<file path="src/rtl/batch_fifo_pkg.sv">
// Package: shared helpers for the batch-input FIFO.
// Assumes all ring arithmetic operands are below the ring size.
package batch_fifo_pkg;

    // Advance a ring index by an offset no larger than the ring size.
    function automatic int ring_step(input int ptr, input int off, input int depth);
        int sum;
        sum = ptr + off;
        if (sum >= depth) begin
            sum = sum - depth;
        end
        return sum;
    endfunction

endpackage

</file>
<file path="src/rtl/batch_fifo_admit.sv">
// Module: batch_fifo_admit
// Decides each cycle whether a value leaves the buffer and how many
// incoming lanes fit. Lanes beyond the room are dropped from the top.
// Assumes LANES <= DEPTH, and that level is the registered occupancy.
module batch_fifo_admit #(
    parameter int LANES = 4,
    parameter int DEPTH = 8,
    parameter int CW    = 3,
    parameter int LW    = 4
) (
    input  logic          clk,
    input  logic          rst_n,
    input  logic [CW-1:0] wr_count,
    input  logic [LW-1:0] level,
    output logic [CW-1:0] take,
    output logic          pop,
    output logic          drop
);
    localparam int SW = LW + 1;

    logic [CW-1:0] req;
    logic [SW-1:0] room;

    // Clamp the requested lane count to the number of lanes present.
    always_comb begin
        req = (wr_count > CW'(LANES)) ? CW'(LANES) : wr_count;
    end

    // A value leaves whenever anything is stored or arriving.
    always_comb begin
        pop = (level != '0) || (req != '0);
    end

    // Room counts the slot freed by a same-cycle departure.
    always_comb begin
        room = SW'(DEPTH) - SW'(level) + SW'(pop);
        drop = (SW'(req) > room);
        take = drop ? CW'(room) : req;
    end


    take_limit_chk: assert property (@(posedge clk) disable iff (!rst_n)
        (take <= wr_count) && (take <= CW'(LANES)));


    clamp_chk: assert property (@(posedge clk) disable iff (!rst_n)
        (wr_count > CW'(LANES)) && (level == '0) |-> (take == CW'(LANES)));

endmodule

</file>
<file path="src/rtl/batch_fifo_store.sv">
// Module: batch_fifo_store
// Ring storage with LANES write ports into consecutive slots and one
// read port at the head. The head advances on every departure, including
// when lane 0 bypasses to the output. The copy written to the ring then
// gets skipped.
// Assumes take <= LANES <= DEPTH.
module batch_fifo_store #(
    parameter int LANES = 4,
    parameter int DEPTH = 8,
    parameter int DW    = 8,
    parameter int CW    = 3,
    parameter int LW    = 4,
    parameter int AW    = 3
) (
    input  logic                clk,
    input  logic                rst_n,
    input  logic [LANES*DW-1:0] lanes,
    input  logic [CW-1:0]       take,
    input  logic                pop,
    input  logic [LW-1:0]       level,
    output logic [DW-1:0]       head_data
);
    import batch_fifo_pkg::*;

    logic [DW-1:0] mem [DEPTH];
    logic [AW-1:0] head;
    logic [AW-1:0] tail;
    logic [AW-1:0] slot [LANES];
    int            gap;

    // Slot address for each lane, counted from the tail.
    for (genvar g = 0; g < LANES; g++) begin : g_slot
        assign slot[g] = AW'(ring_step(int'(tail), g, DEPTH));
    end

    // Move head and tail by the departures and accepted lanes.
    always_ff @(posedge clk) begin
        if (!rst_n) begin
            head <= '0;
            tail <= '0;
        end else begin
            if (pop) begin
                head <= AW'(ring_step(int'(head), 1, DEPTH));
            end
            tail <= AW'(ring_step(int'(tail), int'(take), DEPTH));
        end
    end

    // Write each accepted lane into its slot.
    always_ff @(posedge clk) begin
        for (int l = 0; l < LANES; l++) begin
            if (CW'(l) < take) begin
                mem[slot[l]] <= lanes[l*DW +: DW];
            end
        end
    end

    // Present the oldest stored value.
    always_comb begin
        head_data = mem[head];
    end

    // Pointer distance, used only to cross-check the occupancy count.
    always_comb begin
        gap = (tail >= head) ? int'(tail) - int'(head)
                             : int'(tail) + DEPTH - int'(head);
    end


    ptr_gap_chk: assert property (@(posedge clk) disable iff (!rst_n)
        gap == (int'(level) % DEPTH));

endmodule

</file>
<file path="src/rtl/batch_fifo_out.sv">
// Module: batch_fifo_out
// Registered output stage and sticky overflow flag. It loads the head
// entry, or lane 0 when nothing is stored, and shows zero when absent.
// Assumes pop is high only when a value is available.
module batch_fifo_out #(
    parameter int DW = 8,
    parameter int LW = 4
) (
    input  logic          clk,
    input  logic          rst_n,
    input  logic          pop,
    input  logic [LW-1:0] level,
    input  logic [DW-1:0] head_data,
    input  logic [DW-1:0] lane0,
    input  logic          drop,
    output logic          out_valid,
    output logic [DW-1:0] out_data,
    output logic          overflow
);
    // Load the oldest available value, or mark the output absent.
    always_ff @(posedge clk) begin
        if (!rst_n) begin
            out_valid <= 1'b0;
            out_data  <= '0;
        end else begin
            out_valid <= pop;
            if (!pop) begin
                out_data <= '0;
            end else if (level != '0) begin
                out_data <= head_data;
            end else begin
                out_data <= lane0;
            end
        end
    end

    // Remember any discarded value until reset.
    always_ff @(posedge clk) begin
        if (!rst_n) begin
            overflow <= 1'b0;
        end else if (drop) begin
            overflow <= 1'b1;
        end
    end


    ovf_sticky_chk: assert property (@(posedge clk) disable iff (!rst_n)
        overflow |=> overflow);

endmodule

</file>
<file path="src/rtl/batch_fifo.sv">
// Module: batch_fifo
// Bounded FIFO taking up to LANES values per cycle and releasing one per
// cycle through a registered output. It holds the occupancy count and
// wires the admit, storage and output stages together.
// Assumes 1 <= LANES <= DEPTH.
module batch_fifo #(
    parameter  int LANES = 4,
    parameter  int DEPTH = 8,
    parameter  int DW    = 8,
    localparam int CW    = $clog2(LANES + 1),
    localparam int LW    = $clog2(DEPTH + 1),
    localparam int AW    = (DEPTH > 1) ? $clog2(DEPTH) : 1
) (
    input  logic                clk,
    input  logic                rst_n,
    input  logic [CW-1:0]       in_count,
    input  logic [LANES*DW-1:0] in_lanes,
    output logic                out_valid,
    output logic [DW-1:0]       out_data,
    output logic [LW-1:0]       level,
    output logic                overflow
);
    logic [CW-1:0] take;
    logic          pop;
    logic          drop;
    logic [DW-1:0] head_data;
    logic [LW:0]   lvl_next;

    batch_fifo_admit #(
        .LANES(LANES), .DEPTH(DEPTH), .CW(CW), .LW(LW)
    ) u_admit (
        .clk(clk), .rst_n(rst_n), .wr_count(in_count), .level(level),
        .take(take), .pop(pop), .drop(drop)
    );

    batch_fifo_store #(
        .LANES(LANES), .DEPTH(DEPTH), .DW(DW), .CW(CW), .LW(LW), .AW(AW)
    ) u_store (
        .clk(clk), .rst_n(rst_n), .lanes(in_lanes), .take(take),
        .pop(pop), .level(level), .head_data(head_data)
    );

    batch_fifo_out #(
        .DW(DW), .LW(LW)
    ) u_out (
        .clk(clk), .rst_n(rst_n), .pop(pop), .level(level),
        .head_data(head_data), .lane0(in_lanes[DW-1:0]), .drop(drop),
        .out_valid(out_valid), .out_data(out_data), .overflow(overflow)
    );

    // Next occupancy: add accepted lanes, remove the departing value.
    always_comb begin
        lvl_next = {1'b0, level} + (LW+1)'(take) - (LW+1)'(pop);
    end

    // Track the number of stored entries.
    always_ff @(posedge clk) begin
        if (!rst_n) begin
            level <= '0;
        end else begin
            level <= lvl_next[LW-1:0];
        end
    end


    level_cap_chk: assert property (@(posedge clk) disable iff (!rst_n)
        level <= LW'(DEPTH));


    idle_absent_chk: assert property (@(posedge clk) disable iff (!rst_n)
        (level == '0) && (in_count == '0) |=> !out_valid && (out_data == '0));


    bypass_chk: assert property (@(posedge clk) disable iff (!rst_n)
        (level == '0) && (in_count != '0) |=>
        out_valid && (out_data == $past(in_lanes[DW-1:0])));


    drop_flag_chk: assert property (@(posedge clk) disable iff (!rst_n)
        drop |=> overflow);

endmodule

</file>
<file path="config.mk">
export PLATFORM = sky130hd
export DESIGN_NAME = batch_fifo
export DESIGN_NICKNAME = d
export VERILOG_FILES = /design/src/rtl/batch_fifo_pkg.sv /design/src/rtl/batch_fifo_admit.sv /design/src/rtl/batch_fifo_store.sv /design/src/rtl/batch_fifo_out.sv /design/src/rtl/batch_fifo.sv
export SDC_FILE = /design/constraint.sdc
export NUM_CORES = 1
export LEC_CHECK = 0
export BUFFER_PORTS_ARGS = -buffer_cell sky130_fd_sc_hd__buf_2
export CAP_MARGIN = 25
export CORE_MARGIN = 4
export CORE_UTILIZATION = 55
export CTS_CLUSTER_DIAMETER = 50
export DETAILED_ROUTE_END_ITERATION = 10
export GPL_TIMING_DRIVEN = 0
export PLACE_DENSITY = 0.74
export SLEW_MARGIN = 0
export SYNTH_ARGS = -nofsm -noshare
export SYNTH_HDL_FRONTEND = slang
export SYNTH_SLANG_ARGS = --single-unit
</file>
<file path="constraint.sdc">
create_clock -name clk -period 10.5 [get_ports clk]
set_input_delay 1.05 -clock clk [delete_from_list [all_inputs] [get_ports clk]]
set_output_delay 1.05 -clock clk [all_outputs]
set_load 0.005 [all_outputs]
</file>
### Word level (Yosys, flattened, before mapping)

Memories as Yosys holds them, arrays and structs flattened. A register that Yosys moved wholly into a read port is not among the register bits.
Cells that the tools add are included.

* bits in registers: 20
* bits in writable memories: 64
* input port bits: 37
* output and inout bits: 14
* word-level logic and storage cells: 57
* memories kept: 1

* add/sub/neg operators: 15
* order comparisons: 12
* muxes and demuxes: 19
* reductions and logical operators: 4

Memory list
* u_store.mem: depth 8, bits a word 8, read ports 1, clocked after Yosys merged registers in 1, write ports 4, RTL line batch_fifo_store.sv:25 `logic [DW-1:0] mem [DEPTH];`

Operator list (count)
* $mux W3: 10
* $ge A4 B4 Y1 const B: 5
* $sub A3 B1 Y3 const B: 6
* $add A3 B1 Y4 const B: 2
* $add A3 B2 Y4 const B: 2
* $mux W1: 8
* $mux W8: 1
* $lt A1 B3 Y1 const A: 2
* $lt A2 B3 Y1 const A: 2
* $add A5 B1 Y5: 1
* $gt A3 B5 Y1: 1
* $sub A4 B4 Y5 const A: 1
* $add A3 B3 Y4: 1
* $add A4 B3 Y4: 1
* $ge A3 B4 Y1 const B: 1
* $reduce_bool A4 Y1: 1
* $sub A4 B1 Y4: 1
* $gt A3 B3 Y1 const B: 1
* $reduce_bool A3 Y1: 1
* $reduce_and A2 Y1: 1
* $logic_or A1 B1 Y1: 1

### Depth between registers and ports, before layout

* depth in word-level cells: 10
* mapped depth: 22
* gate-level depth less buffers: 18

### Hierarchy

A second synthesis with hierarchy kept.

* cell total of the unflattened synthesis: 543
* area, all modules: 5779.3 µm²

Modules (own cells, without submodules)
* batch_fifo_store: instances 1, cells an instance 440, area an instance 4839.6 µm², sequential area each 2102.0 µm²
* batch_fifo_out: instances 1, cells an instance 41, area an instance 412.9 µm², sequential area each 200.2 µm²
* batch_fifo: instances 1, cells an instance 33, area an instance 282.8 µm², sequential area each 80.1 µm²
* batch_fifo_admit: instances 1, cells an instance 29, area an instance 244.0 µm², sequential area each 0.0 µm²

### Worst setup path before layout

Ideal clock, no wire load.

* path kind: input port to flip-flop
* from: input port in_count[2]
* to: memory u_store.mem[1][0], enable pin
* library setup time: 375 ps
* arrival time: 4531 ps
* required time: 10125 ps
* setup slack: 5595 ps
* stages on the path: 15
* path buffers: 3
* path through: or2_2 -> clkbuf_1 -> or3_1 -> clkbuf_1 -> inv_1 -> ha_1 -> inv_1 -> ha_1 -> or3b_1 -> o221ai_1 -> a31oi_1 -> o31a_1 -> buf_6 -> nor3_2 -> o21bai_1

RTL lines
* start: declaration: RTL line batch_fifo.sv:16 `input logic [CW-1:0] in_count,`
* end: declaration: RTL line batch_fifo_store.sv:25

==> results.md <==
- Clock Sinks: 87
- Global-route wire length before repair: 31.3 mm
- Final setup viols: 0
- Fillers: 945
- Post-synth EDFFs: 64
- GRT Residual Overflow: 0
- Avg Vias per Cell: 7.11
- Post-CTS sizing: 0
- Routability Congestion: 0.983
- Mapped Cells: 596
- Worst slew margin: 0.202
- Final period util: 0.526
- Top cells by area, synth: edfxtp_1 (31%), dfxtp_1 (7.5%), mux4_2 (5.9%), mux2i_1 (4.2%), a221oi_1 (3.4%)
- Cts hold-fix bufs: 0
- Power density cells: 324 nW/um2
- Status: finished clean
- Final setup TNS: 0 ps
- DPL Wire Length: 14.9 mm
- Worst Setup Start Kind: input pin
- Yosys reg bits: 87
- RSZ-0062 raised after global routing: no
- Max Clock Freq: 181 MHz
- Worst Path Class, Setup: in2reg
- Critical Path, Cell by Cell: buf_2 > or2_2 > clkbuf_1 > or3_1 > clkbuf_1 > inv_1 > ha_1 > inv_1 > ha_1 > or3b_1 > o221ai_1 > a31oi_1 > o31ai_4 > nand3_1 > o211ai_1 > buf_4
- Root Buffer: clkbuf_8
- Core area: 10900 um2
- R2R Setup Slk: 5080 ps
- Power Total: 2.18 mW
- Synth unique cells: 64
- Total CTS buffers: 9
- DRC Markers: 0
- Num ports: 51
- Share of cells above drive strength 1: 0.243
- Met1 global-route usage: 0.405
- Clk pwr share: 0.105
- Die Y: 114 um
- Worst-path clk slew: 90 ps
- Setup Skew: 13.0 ps
- Comb power frac: 0.593
- CP required: 10580 ps
- Synth-to-Final Area Change: 9.56%
- FFs w/ async S/R, synth: 0
- Via count of the first global-routing pass: 5582
- Nets: 698
- Cell-internal power: 1.20 mW
- Max_cap viols: 0
- Worst-path cell with the longest stage delay: o31ai_4
- Drt pass-1 iters: 7
- # rows: 38
- Largest net degree at the start of global routing: 15
- Predominant post-synthesis flop cell: edfxtp_1
- Crit path from: in_count[2]
- Initial cell density of the core: 0.564
- Least-Margin Pin Slew: 1190 ps
- Slew Viols, Final: 0
- GR Util All Layers: 0.320
- Antenna-violating nets left: 0
- Final WL: 20.1 mm
- Number of failing hold endpoints at the final stage: 0
- Clock buffer depth: 2
- Mapped cell area: 6140 um2
- M2 GR Usage: 0.523
- Top-count cell post-synth: edfxtp_1
- Switching power: 0.975 mW
- Clock Latency Late Sink: 380 ps
- Die W: 114 um
- Min Tclk post-route: 5520 ps
- Largest stage delay on the critical path: 610 ps
- Sequential area share after synthesis: 0.388
- Sw Ratio: 0.448
- CP Capture Type: flip-flop
- Crit path depth: 16
- Setup bufs post-CTS: 0
- Sequential share of power: 0.302
- Die area: 12900 um2
- Synthesized area per cell: 10.3 um2
- Global route hottest layer: met2
- Worst EP arrival: 5610 ps
- # diodes: 0
- Ys Warns: 0
- VDD IR max: 167 uV
- Worst hold path type: reg2reg
- Max H-tree Level: 3
- Buf/Inv on CP: 6
- Vias: 5649
- Per-cell routed wire length: 25.4 um
- CTS tree: done
- Crit Path Max Fanout: 10
- CP delay by family, top: simple AND/OR/NAND/NOR gates
- FF-to-FF path depth: 16
- Antenna violations before repair: 0
- Post-synth top cells: edfxtp_1 (64), nor2_1 (49), nand2_1 (37)
- Port Buffers: 34
- FF-to-FF End: u_store.mem[6][6]
- DR iter-0 viols: 800
- Post-synth top area cell: edfxtp_1
- CP Capture Point: u_store.mem[6][6]
- Synth Net Count: 645
- GRT met3 Usage: 0.0536
- Area share of the largest cell type after synthesis: 0.313
- Reg-to-reg startpoint: level[3]
- Pleak: 2.53 nW
through the flow:
stage	hold slack, ps	setup WS (ps)	util	std cells	area (um2)
after CTS	538	4920	0.617	792	6710
final	540	4980	0.618	794	6730
after global routing	567	4740	0.618	794	6730
after floorplan	482	5590	-	596	6140
after global placement	515	4480	0.596	770	6490
after detailed placement	511	4530	0.599	776	6520
worst register-to-register path, delay by kind of cell, from the launching register on:
| family | cells | cell delay, ps |
|---|---|---|
| and+or+nand+nor | 4 | 1810 |
| AOI/OAI and AO/OA | 4 | 1380 |
| buffers and inverters | 6 | 1000 |
| adders and majority gates | 2 | 580 |
| DFF | 1 | 330 |
state kept, by name, summed over array words and instances (netlist names), named ones only:
name / count
u_store.mem: 64
level: 4
u_out.out_data: 8
u_out.out_valid: 1
u_store.head: 3
u_store.tail: 3
u_out.overflow: 1
layout make-up:
cell class / count / area [um2] / area share
Buffer: 50 / 229 / 0.0340
Clock buffer: 12 / 166 / 0.0247
Clock inverter: 4 / 25.0 / 0.00372
Inverter: 20 / 75.1 / 0.0112
Multi-Input combinational cell: 439 / 3450 / 0.513
Sequential cell: 87 / 2380 / 0.354
Tap cell: 140 / 175 / 0.0260
Timing Repair Buffer: 42 / 220 / 0.0327
cell usage in the layout (no fill, tap or decap), types with 5 or more instances in the layout:
master    instances
a211oi_1          8
a21oi_1          23
a221o_1           8
a221oi_1         24
a22o_1            8
a22oi_1          25
a31o_2           18
a31oi_1          11
and2_1           19
buf_1            11
buf_2            45
buf_4             5
clkbuf_1         21
clkbuf_2          8
clkbuf_8         10
dfxtp_1          23
edfxtp_1         64
ha_1             10
inv_1            19
mux2_2           16
mux2i_1          26
mux4_2           16
nand2_1          37
nand2b_1          6
nand3_1           6
nand4_1           7
nor2_1           49
nor3_1            5
o211ai_1         12
o21ai_0          32
o221a_2          16
xnor2_1          10
how the worst min path moves through the flow:
| stage | start | end | slack, ps | depth (start not counted) |
|---|---|---|---|---|
| CTS | u_out.overflow | u_out.overflow | 540 | 2 |
| global placement | u_out.overflow | u_out.overflow | 520 | 2 |
| detailed placement | u_out.overflow | u_out.overflow | 510 | 2 |
| floorplan | u_out.overflow | u_out.overflow | 480 | 2 |
| finish | u_out.overflow | u_out.overflow | 540 | 2 |
| global route | u_out.overflow | u_out.overflow | 570 | 2 |
power groups by stage:
stage / clock network [mW] / registers (mW) / logic [mW]
3_5_place_dp: 0 / 0.666 / 1.25
4_1_cts: 0.230 / 0.658 / 1.25
2_1_floorplan: 0 / 0.650 / 0.886
5_1_grt: 0.246 / 0.672 / 1.39
6_report: 0.230 / 0.658 / 1.29
3_3_place_gp: 0 / 0.662 / 1.21
metal layers:
layer	up-vias	wire length, um
met5	-	0
met4	0	961
met3	73	2100
met2	409	9680
met1	2709	7400
li1	2458	-
cell families (layout without fill, tap and decap cells):
group / Yosys count / count (layout) / share of synthesized area
buf+inv: 70 / 128 / 0.0495
simple gates: 154 / 154 / 0.129
xor+xnor: 12 / 12 / 0.0171
fa+ha+maj: 12 / 12 / 0.0269
mux: 58 / 58 / 0.130
compound gates: 203 / 203 / 0.259
flops: 87 / 87 / 0.388
Power figures use the tool's default switching activity.
